==> config.mk <==
export PLATFORM = sky130hd
export DESIGN_NAME = bootLoader
export DESIGN_NICKNAME = d
export VERILOG_FILES = /design/src/rtl/bootPkg.sv /design/src/rtl/bootDatapath.sv /design/src/rtl/bootControl.sv /design/src/rtl/bootLoader.sv
export SDC_FILE = /design/constraint.sdc
export NUM_CORES = 1
export LEC_CHECK = 0
export ABC_CLOCK_PERIOD_IN_PS = 5890
export BUFFER_PORTS_ARGS = -buffer_cell sky130_fd_sc_hd__buf_2
export CAP_MARGIN = 25
export CORE_MARGIN = 2
export CORE_UTILIZATION = 50
export CTS_CLUSTER_SIZE = 14
export DETAILED_ROUTE_END_ITERATION = 7
export GPL_TIMING_DRIVEN = 0
export PLACE_DENSITY = 0.76
export SLEW_MARGIN = 40
export SYNTH_ARGS = -nofsm -noshare
export SYNTH_HDL_FRONTEND = slang
export SYNTH_SLANG_ARGS = --single-unit
==> constraint.sdc <==
create_clock -name clk -period 5.89 [get_ports clk]
set_input_delay 0.589 -clock clk [delete_from_list [all_inputs] [get_ports clk]]
set_output_delay 0.589 -clock clk [all_outputs]
set_load 0.01 [all_outputs]
==> src/rtl/bootPkg.sv <==
package bootPkg;
  typedef struct packed {
    logic setSlow;
    logic armIdle;
    logic writeByte;
  } ctrlStrobeT;

  typedef enum logic [1:0] {
    ST_WAIT = 2'd0,
    ST_LOAD = 2'd1,
    ST_DONE = 2'd2
  } loadStateT;
endpackage

==> src/rtl/bootDatapath.sv <==
module bootDatapath
  import bootPkg::*;
#(
  parameter int FAST_DIV  = 16,
  parameter int SLOW_DIV  = 64,
  parameter int RAM_DEPTH = 256,
  parameter int IDLE_BITS = 40,
  localparam int ADDR_W = $clog2(RAM_DEPTH),
  localparam int CNT_W  = $clog2(RAM_DEPTH + 1)
) (
  input  logic              clk,
  input  logic              rstN,
  input  logic              rxd,
  input  ctrlStrobeT        strobe,
  output logic              byteValid,
  output logic [7:0]        byteData,
  output logic              stopOk,
  output logic              idleExpired,
  output logic              txd,
  output logic              ramWe,
  output logic [ADDR_W-1:0] ramAddr,
  output logic [7:0]        ramData,
  output logic [CNT_W-1:0]  byteCount
);
  localparam int DIV_W  = $clog2(SLOW_DIV + 1);
  localparam int IDLE_W = $clog2(IDLE_BITS * SLOW_DIV + 1);
  localparam int TX_END = 11 * FAST_DIV;
  localparam int TX_W   = $clog2(TX_END + 1);

  logic             rxMeta, rxCur, rxPrev;
  logic             slowRate;
  logic [DIV_W-1:0] bitDiv;
  logic             rxBusy;
  logic [3:0]       bitIdx;
  logic [DIV_W-1:0] tick;
  logic             startEdge;
  logic [IDLE_W-1:0] idleCnt, idleLimit;
  logic [TX_W-1:0]  txCnt;

  assign bitDiv    = slowRate ? DIV_W'(SLOW_DIV) : DIV_W'(FAST_DIV);
  assign startEdge = !rxBusy && rxPrev && !rxCur;
  assign idleLimit = IDLE_W'(IDLE_BITS) * IDLE_W'(bitDiv) - IDLE_W'(1);
  assign idleExpired = strobe.armIdle && (idleCnt == idleLimit);

  // sync chain resets low so that a low line never yields a falling edge
  always_ff @(posedge clk or negedge rstN) begin
    if (!rstN) begin
      rxMeta <= 1'b0;
      rxCur  <= 1'b0;
      rxPrev <= 1'b0;
    end else begin
      rxMeta <= rxd;
      rxCur  <= rxMeta;
      rxPrev <= rxCur;
    end
  end

  always_ff @(posedge clk or negedge rstN) begin
    if (!rstN) slowRate <= 1'b0;
    else if (strobe.setSlow) slowRate <= 1'b1;
  end

  always_ff @(posedge clk or negedge rstN) begin
    if (!rstN) begin
      rxBusy    <= 1'b0;
      bitIdx    <= '0;
      tick      <= '0;
      byteData  <= '0;
      stopOk    <= 1'b0;
      byteValid <= 1'b0;
    end else begin
      byteValid <= 1'b0;
      if (!rxBusy) begin
        if (startEdge) begin
          rxBusy <= 1'b1;
          bitIdx <= '0;
          tick   <= (bitDiv >> 1) - DIV_W'(1);
        end
      end else if (tick != '0) begin
        tick <= tick - DIV_W'(1);
      end else begin
        tick   <= bitDiv - DIV_W'(1);
        bitIdx <= bitIdx + 4'd1;
        if (bitIdx == 4'd0) begin
          if (rxCur) rxBusy <= 1'b0;
        end else if (bitIdx <= 4'd8) begin
          byteData <= {rxCur, byteData[7:1]};
        end else begin
          rxBusy    <= 1'b0;
          stopOk    <= rxCur;
          byteValid <= 1'b1;
        end
      end
    end
  end

  always_ff @(posedge clk or negedge rstN) begin
    if (!rstN) idleCnt <= '0;
    else if (!strobe.armIdle || startEdge) idleCnt <= '0;
    else if (idleCnt != idleLimit) idleCnt <= idleCnt + IDLE_W'(1);
  end

  always_ff @(posedge clk or negedge rstN) begin
    if (!rstN) begin
      ramWe     <= 1'b0;
      ramAddr   <= '0;
      ramData   <= '0;
      byteCount <= '0;
    end else begin
      ramWe <= 1'b0;
      if (strobe.writeByte && (byteCount != CNT_W'(RAM_DEPTH))) begin
        ramWe     <= 1'b1;
        ramAddr   <= byteCount[ADDR_W-1:0];
        ramData   <= byteData;
        byteCount <= byteCount + CNT_W'(1);
      end
    end
  end

  always_ff @(posedge clk or negedge rstN) begin
    if (!rstN) begin
      txCnt <= '0;
      txd   <= 1'b1;
    end else begin
      if (txCnt != TX_W'(TX_END)) txCnt <= txCnt + TX_W'(1);
      txd <= !((txCnt >= TX_W'(FAST_DIV)) && (txCnt < TX_W'(TX_END)));
    end
  end
endmodule

==> src/rtl/bootControl.sv <==
module bootControl
  import bootPkg::*;
(
  input  logic       clk,
  input  logic       rstN,
  input  logic       byteValid,
  input  logic [7:0] byteData,
  input  logic       stopOk,
  input  logic       idleExpired,
  output ctrlStrobeT strobe,
  output logic       jumpNv,
  output logic       jumpRam,
  output logic       done
);
  loadStateT state;
  logic isZero, isOnes;

  assign isZero = byteData == 8'h00;
  assign isOnes = (byteData == 8'hFF) && stopOk;

  always_comb begin
    strobe.setSlow   = (state == ST_WAIT) && byteValid && !isZero && !isOnes;
    strobe.armIdle   = (state == ST_LOAD);
    strobe.writeByte = (state == ST_LOAD) && byteValid && stopOk;
  end

  assign done = (state == ST_DONE);

  always_ff @(posedge clk or negedge rstN) begin
    if (!rstN) begin
      state   <= ST_WAIT;
      jumpNv  <= 1'b0;
      jumpRam <= 1'b0;
    end else begin
      jumpNv  <= 1'b0;
      jumpRam <= 1'b0;
      case (state)
        ST_WAIT: if (byteValid) begin
          if (isZero) begin
            jumpNv <= 1'b1;
            state  <= ST_DONE;
          end else if (isOnes) begin
            state <= ST_LOAD;
          end
        end
        ST_LOAD: if (idleExpired) begin
          jumpRam <= 1'b1;
          state   <= ST_DONE;
        end
        default: state <= ST_DONE;
      endcase
    end
  end
endmodule

==> src/rtl/bootLoader.sv <==
module bootLoader
  import bootPkg::*;
#(
  parameter int FAST_DIV  = 16,
  parameter int SLOW_DIV  = 64,
  parameter int RAM_DEPTH = 256,
  parameter int IDLE_BITS = 40,
  localparam int ADDR_W = $clog2(RAM_DEPTH),
  localparam int CNT_W  = $clog2(RAM_DEPTH + 1)
) (
  input  logic              clk,
  input  logic              rstN,
  input  logic              rxd,
  output logic              txd,
  output logic              ramWe,
  output logic [ADDR_W-1:0] ramAddr,
  output logic [7:0]        ramData,
  output logic [CNT_W-1:0]  byteCount,
  output logic              jumpNv,
  output logic              jumpRam,
  output logic              done
);
  ctrlStrobeT strobe;
  logic       byteValid, stopOk, idleExpired;
  logic [7:0] byteData;

  bootDatapath #(
    .FAST_DIV(FAST_DIV), .SLOW_DIV(SLOW_DIV),
    .RAM_DEPTH(RAM_DEPTH), .IDLE_BITS(IDLE_BITS)
  ) u_dp (
    .clk(clk), .rstN(rstN), .rxd(rxd), .strobe(strobe),
    .byteValid(byteValid), .byteData(byteData), .stopOk(stopOk),
    .idleExpired(idleExpired), .txd(txd), .ramWe(ramWe),
    .ramAddr(ramAddr), .ramData(ramData), .byteCount(byteCount)
  );

  bootControl u_ctl (
    .clk(clk), .rstN(rstN), .byteValid(byteValid), .byteData(byteData),
    .stopOk(stopOk), .idleExpired(idleExpired), .strobe(strobe),
    .jumpNv(jumpNv), .jumpRam(jumpRam), .done(done)
  );
endmodule

==> reports/qor.yml, run 1 <==
syn_nets: 317
crit_required_ps: 6120
root_buffer: "clkbuf_8"
arrival_ps: 2470
reg2reg_depth: 7
seq_power_share_pct: 48.5
async_flop_share_pct: 100
cts_resized: 0
crit_fanout: 8
fin_tns_setup_ps: 0
fmax_mhz: 447
r2r_end: "u_dp.byteData[6]"
yosysTopAreaCellShare_pct: 53.6
antennaDiodeCount: 0
path_class: "reg -> reg"
ys_ff_latch: 77
post-route-drc-count: 0
die_h_um: 88.3
finalHoldViolations: 0
synth-adder-area-share_pct: 2.82
muxShareOfSynthArea_pct: 10.5
maxSlewViolCount: 0
yosysMostFrequentCell: "dfrtp_1"
design.portCount: 33
p_leak_nw: 1.96
synth.top_cells.by_count: "dfrtp_1 (76), nand2_1 (22), mux2_2 (17), nand3_1 (17)"
htreeDepth: 3
ys.flop_type: "dfrtp_1"
synth_area_per_cell_sq_um: 11.6
syn_inst: 306
clk_transition_reported_paths_ps: 90
fin_crit_ps: 2240
wirelength_mm: 6.40
clockBufferDepth: 2
internal-power_uw: 920
area_growth_syn_to_layout_pct: 15.7
start_util_pct: 52.0
startpoint: "u_dp.tick[0]"
synth_xor_area_share_pct: 4.69
clk_latency_ps: 350
fin_crit_sh_pct: 38.0
dp_hpwl_mm: 4.56
route.detailed.wl_per_inst_um: 14.2
relSlewSlack_pct: 55.1
antenna_found_initial: 0
rsz0062_at_grt: "false"
cts_setup_buffers: 0
grt_overflow_total: 0
grt_max_degree: 40
r2r_start: "u_dp.tick[0]"
synth_top_family_by_area: "simple AND/OR/NAND/NOR gates"
drive_gt1_share_pct: 23.9
synth_top_area_cell: "dfrtp_1"
p_sw_share_pct: 26.2
synth_area_leaders: "dfrtp_1 (54%), mux2_2 (5.4%), xnor2_1 (3.7%)"
clock_skew_ps: 14.4
synth_compound_area_share_pct: 8.03
drv_cap: 0
num_vias: 2523
die-area_sq_um: 7790
hold_path.class: "in -> async"
portBuffers: 32
cp-end-kind: "register"
ant_nets: 0
setup_violations: 0
synth_edf_count: 0
synth.distinct_cells: 52
ir_worst_vdd_uv: 168
pwr-share-clk_pct: 38.6
die_width_um: 88.3
core-area_sq_um: 6830
cts_tree: "yes"
p_comb_share_pct: 12.9
grt_first_pass_wirelength_mm: 11.2
worst_pin_slew_ps: 673
synth-simple-area-share_pct: 17.4
rrSetupSlack_ps: 3650
switchingPower_uw: 327
clock-sinks: 77
ys_seq_area_share_pct: 54.3
gp_congestion: 0.829
track_usage_pct: 18.4
vias_per_cell: 5.59
dr.pass1.iters: 4
yosysWarnings: 0
status: "complete, no violations"
drt_iter0_drc: 107
num-nets-final: 361
syn-cell-area_sq_um: 3550
powerDensity_nw_per_um2: 304
post-route-util_pct: 60.1
cp-start-kind: "register"
grt_pass1_vias: 2470
hold_buffers: 0
numCtsBuffers: 9
rows: 30
==> through the flow <==
stage               setup WS, ps  instances  area [sq um]  hold slack [ps]  power [mW]
detailed placement          3690        435          3860              335       0.777
floorplan                   3850        306          3550              293       0.731
global placement            3700        434          3830              337       0.764
finish                      3650        451          4110              138        1.25
global route                3540        451          4110              140        1.31
CTS                         3650        451          4100              137        1.26
==> power groups by stage <==
stage | clock (mW) | sequential (mW) | combinational [mW]
finish | 0.481 | 0.605 | 0.160
global route | 0.517 | 0.611 | 0.186
global placement | 0 | 0.612 | 0.152
floorplan | 0 | 0.605 | 0.125
CTS | 0.492 | 0.605 | 0.163
detailed placement | 0 | 0.614 | 0.162
==> cell type report <==
cell class              instances  area (sq um)
repair buffers                 33           186
clock buffers                   9           124
fillers                       578          2720
flip-flops and latches         77          1930
clock inverters                 7           123
plain buffers                   5          28.8
multi-input cells             210          1550
well taps                      96           120
inverters                      14          52.6
==> kinds of logic (layout without fill, tap and decap cells) <==
kind of cell / after synthesis / after routing
and+or+nand+nor: 108 / 108
adders and majority gates: 8 / 8
buffers and inverters: 19 / 68
muxes: 31 / 31
AOI/OAI and AO/OA: 44 / 44
DFF: 77 / 77
xor gates and xnor gates: 19 / 19
==> flip-flops by register name, summed over array words and instances (netlist names), 2 cells and up <==
signal          flops
u_dp.txCnt          8
u_dp.ramData        8
u_dp.bitIdx         4
u_dp.ramAddr        8
u_dp.byteData       8
u_dp.tick           7
u_dp.byteCount      9
u_dp.idleCnt       12
u_ctl.state         2
==> metal layers <==
layer | global-route usage (%) | routed length [um]
met1 | 22.8 | 2820
met2 | 30.4 | 3230
met3 | 5.50 | 255
met4 | 7.02 | 87
met5 | 0 | 0
==> cells in the final DEF (no fill, tap or decap), types with 2 or more instances in the layout <==
master,instances
a211oi_1,2
a21boi_0,2
a21o_1,2
a21oi_1,12
a31oi_1,3
and2_1,3
and3_1,4
buf_2,33
buf_6,2
bufinv_16,3
clkbuf_1,2
clkbuf_8,9
dfrtp_1,76
ha_1,8
inv_1,14
mux2_2,17
mux2_4,8
mux2i_1,6
nand2_1,22
nand2b_1,2
nand3_1,17
nand3b_1,2
nand4_1,8
nor2_1,15
nor2b_1,2
nor3_1,6
nor4_1,2
nor4b_1,2
o21ai_0,12
o32a_1,2
or3_1,7
or4_1,5
xnor2_1,15
xor2_1,4
==> how the worst max path moves through the flow <==
stage	depth (start not counted)	slack, ps	end
after CTS	7	3650	u_dp.byteData[6]
after floorplan	7	3850	u_dp.byteData[0]
after global routing	7	3540	u_dp.byteData[2]
after detailed placement	7	3690	u_dp.byteData[2]
final	7	3650	u_dp.byteData[6]
after global placement	7	3700	u_dp.byteData[3]
==> critical path, cell delays in order (launching register included) <==
cell and delay (ps):
dfrtp_1 410, inv_1 100, ha_1 250, nor3b_4 330, nand3_4 150, or3b_1 410, buf_6 160, mux2_4 300
Note: power is estimated with default switching activity, not from simulation.
==> run 2, diff against run 1 <==
--- a/config.mk
+++ b/config.mk
@@ -5,7 +5,7 @@
 export SDC_FILE = /design/constraint.sdc
 export NUM_CORES = 1
 export LEC_CHECK = 0
-export ABC_CLOCK_PERIOD_IN_PS = 5890
+export ABC_CLOCK_PERIOD_IN_PS = 1800
 export BUFFER_PORTS_ARGS = -buffer_cell sky130_fd_sc_hd__buf_2
 export CAP_MARGIN = 25
 export CORE_MARGIN = 2
@@ -13,7 +13,7 @@
 export CTS_CLUSTER_SIZE = 14
 export DETAILED_ROUTE_END_ITERATION = 7
 export GPL_TIMING_DRIVEN = 0
-export PLACE_DENSITY = 0.76
+export PLACE_DENSITY = 0.79
 export SLEW_MARGIN = 40
 export SYNTH_ARGS = -nofsm -noshare
 export SYNTH_HDL_FRONTEND = slang
==> constraint.sdc (replaced) <==
create_clock -name clk -period 1.8 [get_ports clk]
set_input_delay 0.18 -clock clk [delete_from_list [all_inputs] [get_ports clk]]
set_output_delay 0.18 -clock clk [all_outputs]
set_load 0.01 [all_outputs]
==> run 2 against run 1 <==
  * The run now ends with negative setup slack left
  * Utilization up 2.7 points
  * Combinational power rose to 4.4 times the previous value
  * Largest power group unchanged
  * Wire length up 6.2%
  * Critical path type unchanged
  * Via count down 0.32%
  * Fmax up 17%
  * Die area unchanged
  * Hold slack better by 130 ps
  * Clock skew down 3.0 ps
==> reports/qor.yml, run 2 (synthesized netlist as in run 1, its figures left out) <==
status: "finished, violations left"  # was complete, no violations
violations: "negative setup slack"
powerDensity_nw_per_um2: 977  # was 304 nW/um^2
rsz0062_at_grt: "true"  # was false
start_util_pct: 52.0  # unchanged
vias_per_cell: 5.41  # was 5.59
largest_register_ffs: 12  # unchanged
switchingPower_mw: 1.07  # was 327 uW
pwr-share-clk_pct: 36.0  # was 38.6%
layout.cells.non_filler: 465  # was 451
final_cell_mix: "dfrtp_1 (75), buf_2 (32), nand2_1 (22)"  # was dfrtp_1 (76), buf_2 (33), nand2_1 (22)
grt_pass1_vias: 2337  # was 2,470
grt_overflow_total: 0  # unchanged
numCtsBuffers: 9  # unchanged
hold_path.class: "in -> async"  # unchanged
grt_max_degree: 51  # was 40
path_class: "reg -> reg"  # unchanged
whs_ps: 272  # was 138 ps
fin_crit_sh_pct: 107  # was 38.0%
post-route-drc-count: 0  # unchanged
final_common_cell: "dfrtp_1"  # unchanged
drv_cap: 0  # unchanged
regArea_sq_um: 1930  # about the same
drt_iter0_drc: 166  # was 107
setup_violations: 10  # was 0
ir_worst_vdd_uv: 647  # was 168 uV
post-place-cells: 435  # unchanged
portBuffers: 32  # unchanged
track_usage_pct: 18.0  # was 18.4%
grt_first_pass_wirelength_mm: 10.9  # was 11.2 mm
p_leak_nw: 2.04  # was 1.96 nW
fin_ws_ps: -119  # was 3650 ps
fin_crit_ps: 1920  # was 2240 ps
clk_latency_ps: 340  # was 350 ps
wirelength_mm: 6.80  # was 6.40 mm
num-nets-final: 376  # was 361
clock-sinks: 77  # unchanged
fill_cells: 520  # was 578
ant_nets: 0  # unchanged
design.portCount: 33  # unchanged
antennaDiodeCount: 0  # unchanged
clockBufferDepth: 2  # unchanged
crit_fanout: 8  # unchanged
reg_top3: "u_dp.idleCnt: 12 flops, u_dp.byteCount: 9 flops"  # unchanged
clock_skew_ps: 11.4  # was 14.4 ps
root_buffer: "clkbuf_8"  # unchanged
drive_gt1_share_pct: 29.8  # was 23.9%
dr.pass1.iters: 4  # unchanged
seq_power_share_pct: 47.3  # was 48.5%
cts_tree: "yes"  # unchanged
internal-power_mw: 3.12  # was 920 uW
antenna_found_initial: 0  # unchanged
finalHoldViolations: 0  # unchanged
dp_hpwl_mm: 4.48  # was 4.56 mm
worst_pin_slew_ps: 535  # was 673 ps
route.detailed.wl_per_inst_um: 14.6  # was 14.2 um
maxSlewViolCount: 0  # unchanged
die_h_um: 88.3  # unchanged
rows: 30  # unchanged
arrival_ps: 2140  # was 2470 ps
crit_required_ps: 2020  # was 6120 ps
regMostFlops: "u_dp.idleCnt"  # unchanged
die_width_um: 88.3  # unchanged
core-area_sq_um: 6830  # unchanged
area_growth_syn_to_layout_pct: 20.9  # was 15.7%
htreeDepth: 3  # unchanged
die-area_sq_um: 7790  # unchanged
p_comb_share_pct: 16.7  # was 12.9%
cp-start-kind: "register"  # unchanged
post-route-util_pct: 62.9  # was 60.1%
gp_congestion: 0.909  # was 0.829
p_sw_share_pct: 25.6  # was 26.2%
multiInputGateArea_sq_um: 1610  # was 1550 sq um
cp-end-kind: "register"  # unchanged
clk_transition_reported_paths_ps: 80  # was 90 ps
fmax_mhz: 521  # was 447 MHz
relSlewSlack_pct: 64.2  # was 55.1%
num_vias: 2515  # was 2,523
==> run 2: cell count changes in the layout (fill, tap and decap cells not counted), sizes merged <==
cell         delta
buf            +14
clkbuf          -1
clkinv          +1
clkinvlp        -1
dlygate4sd3     +2
inv             -1
==> run 2: power by group through the flow <==
stage                     sequential, mW  combinational [mW]  clock [mW]
after global routing                2.00               0.794        1.61
after CTS                           1.98               0.628        1.54
after floorplan                     1.99               0.435           0
final                               1.98               0.702        1.51
after detailed placement            2.01               0.556           0
after global placement              2.01               0.524           0
==> run 2: routing by layer <==
metal | wire [um] | part of all wire (%) | GRT usage [%] | vias up
li1 | - | - | - | 1221
met1 | 3000 | 44 | 23.2 | 1240
met2 | 3510 | 52 | 29.8 | 50
met3 | 254 | 3.7 | 4.85 | 4
met4 | 38 | 0.56 | 5.65 | 0
met5 | 0 | 0 | 0 | -
==> run 2: through the flow <==
stage | power (mW) | worst slack [ps] | setup TNS [ps] | area [sq um]
final | 4.20 | -119 | -891 | 4290
after global routing | 4.41 | -179 | -1800 | 4290
after CTS | 4.15 | -98.9 | -703 | 4210
after detailed placement | 2.57 | -266 | -2360 | 3880
after global placement | 2.53 | -263 | -2130 | 3840
after floorplan | 2.42 | -139 | -1110 | 3560
==> run 2: critical path, cell delays in order, from the launching register on <==
cell     delay (ps)
dfrtp_1         400
inv_2           110
ha_4            140
nor3b_4         230
nand3_4          90
or3b_1          370
buf_6           160
mux2_4          310
==> run 2: final cells by class <==
type,instances,share of cell area [%]
Clock buffer,9,2.88
Inverter,14,1.22
Buffer,4,0.699
Multi-Input combinational cell,210,37.5
Sequential cell,77,44.9
Timing Repair Buffer,49,7.37
Tap cell,96,2.80
Clock inverter,6,2.62
==> run 2: path summary, 6_finish.rpt <==
| check | from | endpoint | slack, ps | cells after the start |
|---|---|---|---|---|
| setup / recovery | u_dp.tick[0] | u_dp.byteData[5] | -120 | 7 |
| hold / removal | rstN | u_dp.rxMeta | 270 | 2 |
| setup reg to reg | u_dp.tick[0] | u_dp.byteData[5] | -120 | 7 |
| hold reg to reg | u_dp.rxMeta | u_dp.rxCur | 360 | 0 |
| max in group asynchronous | rstN | u_dp.txd | 960 | 3 |
| min in group clk | u_dp.rxMeta | u_dp.rxCur | 360 | 0 |
==> run 2: repair_timing <==
item	CTS	global route
cloned	1	0
buffers inserted	6	7
resized for setup	10	9
hold buffers	2	0
pin swaps	4	3
hold endpoints to repair	28	0
endpoints found under the setup margin	30	36
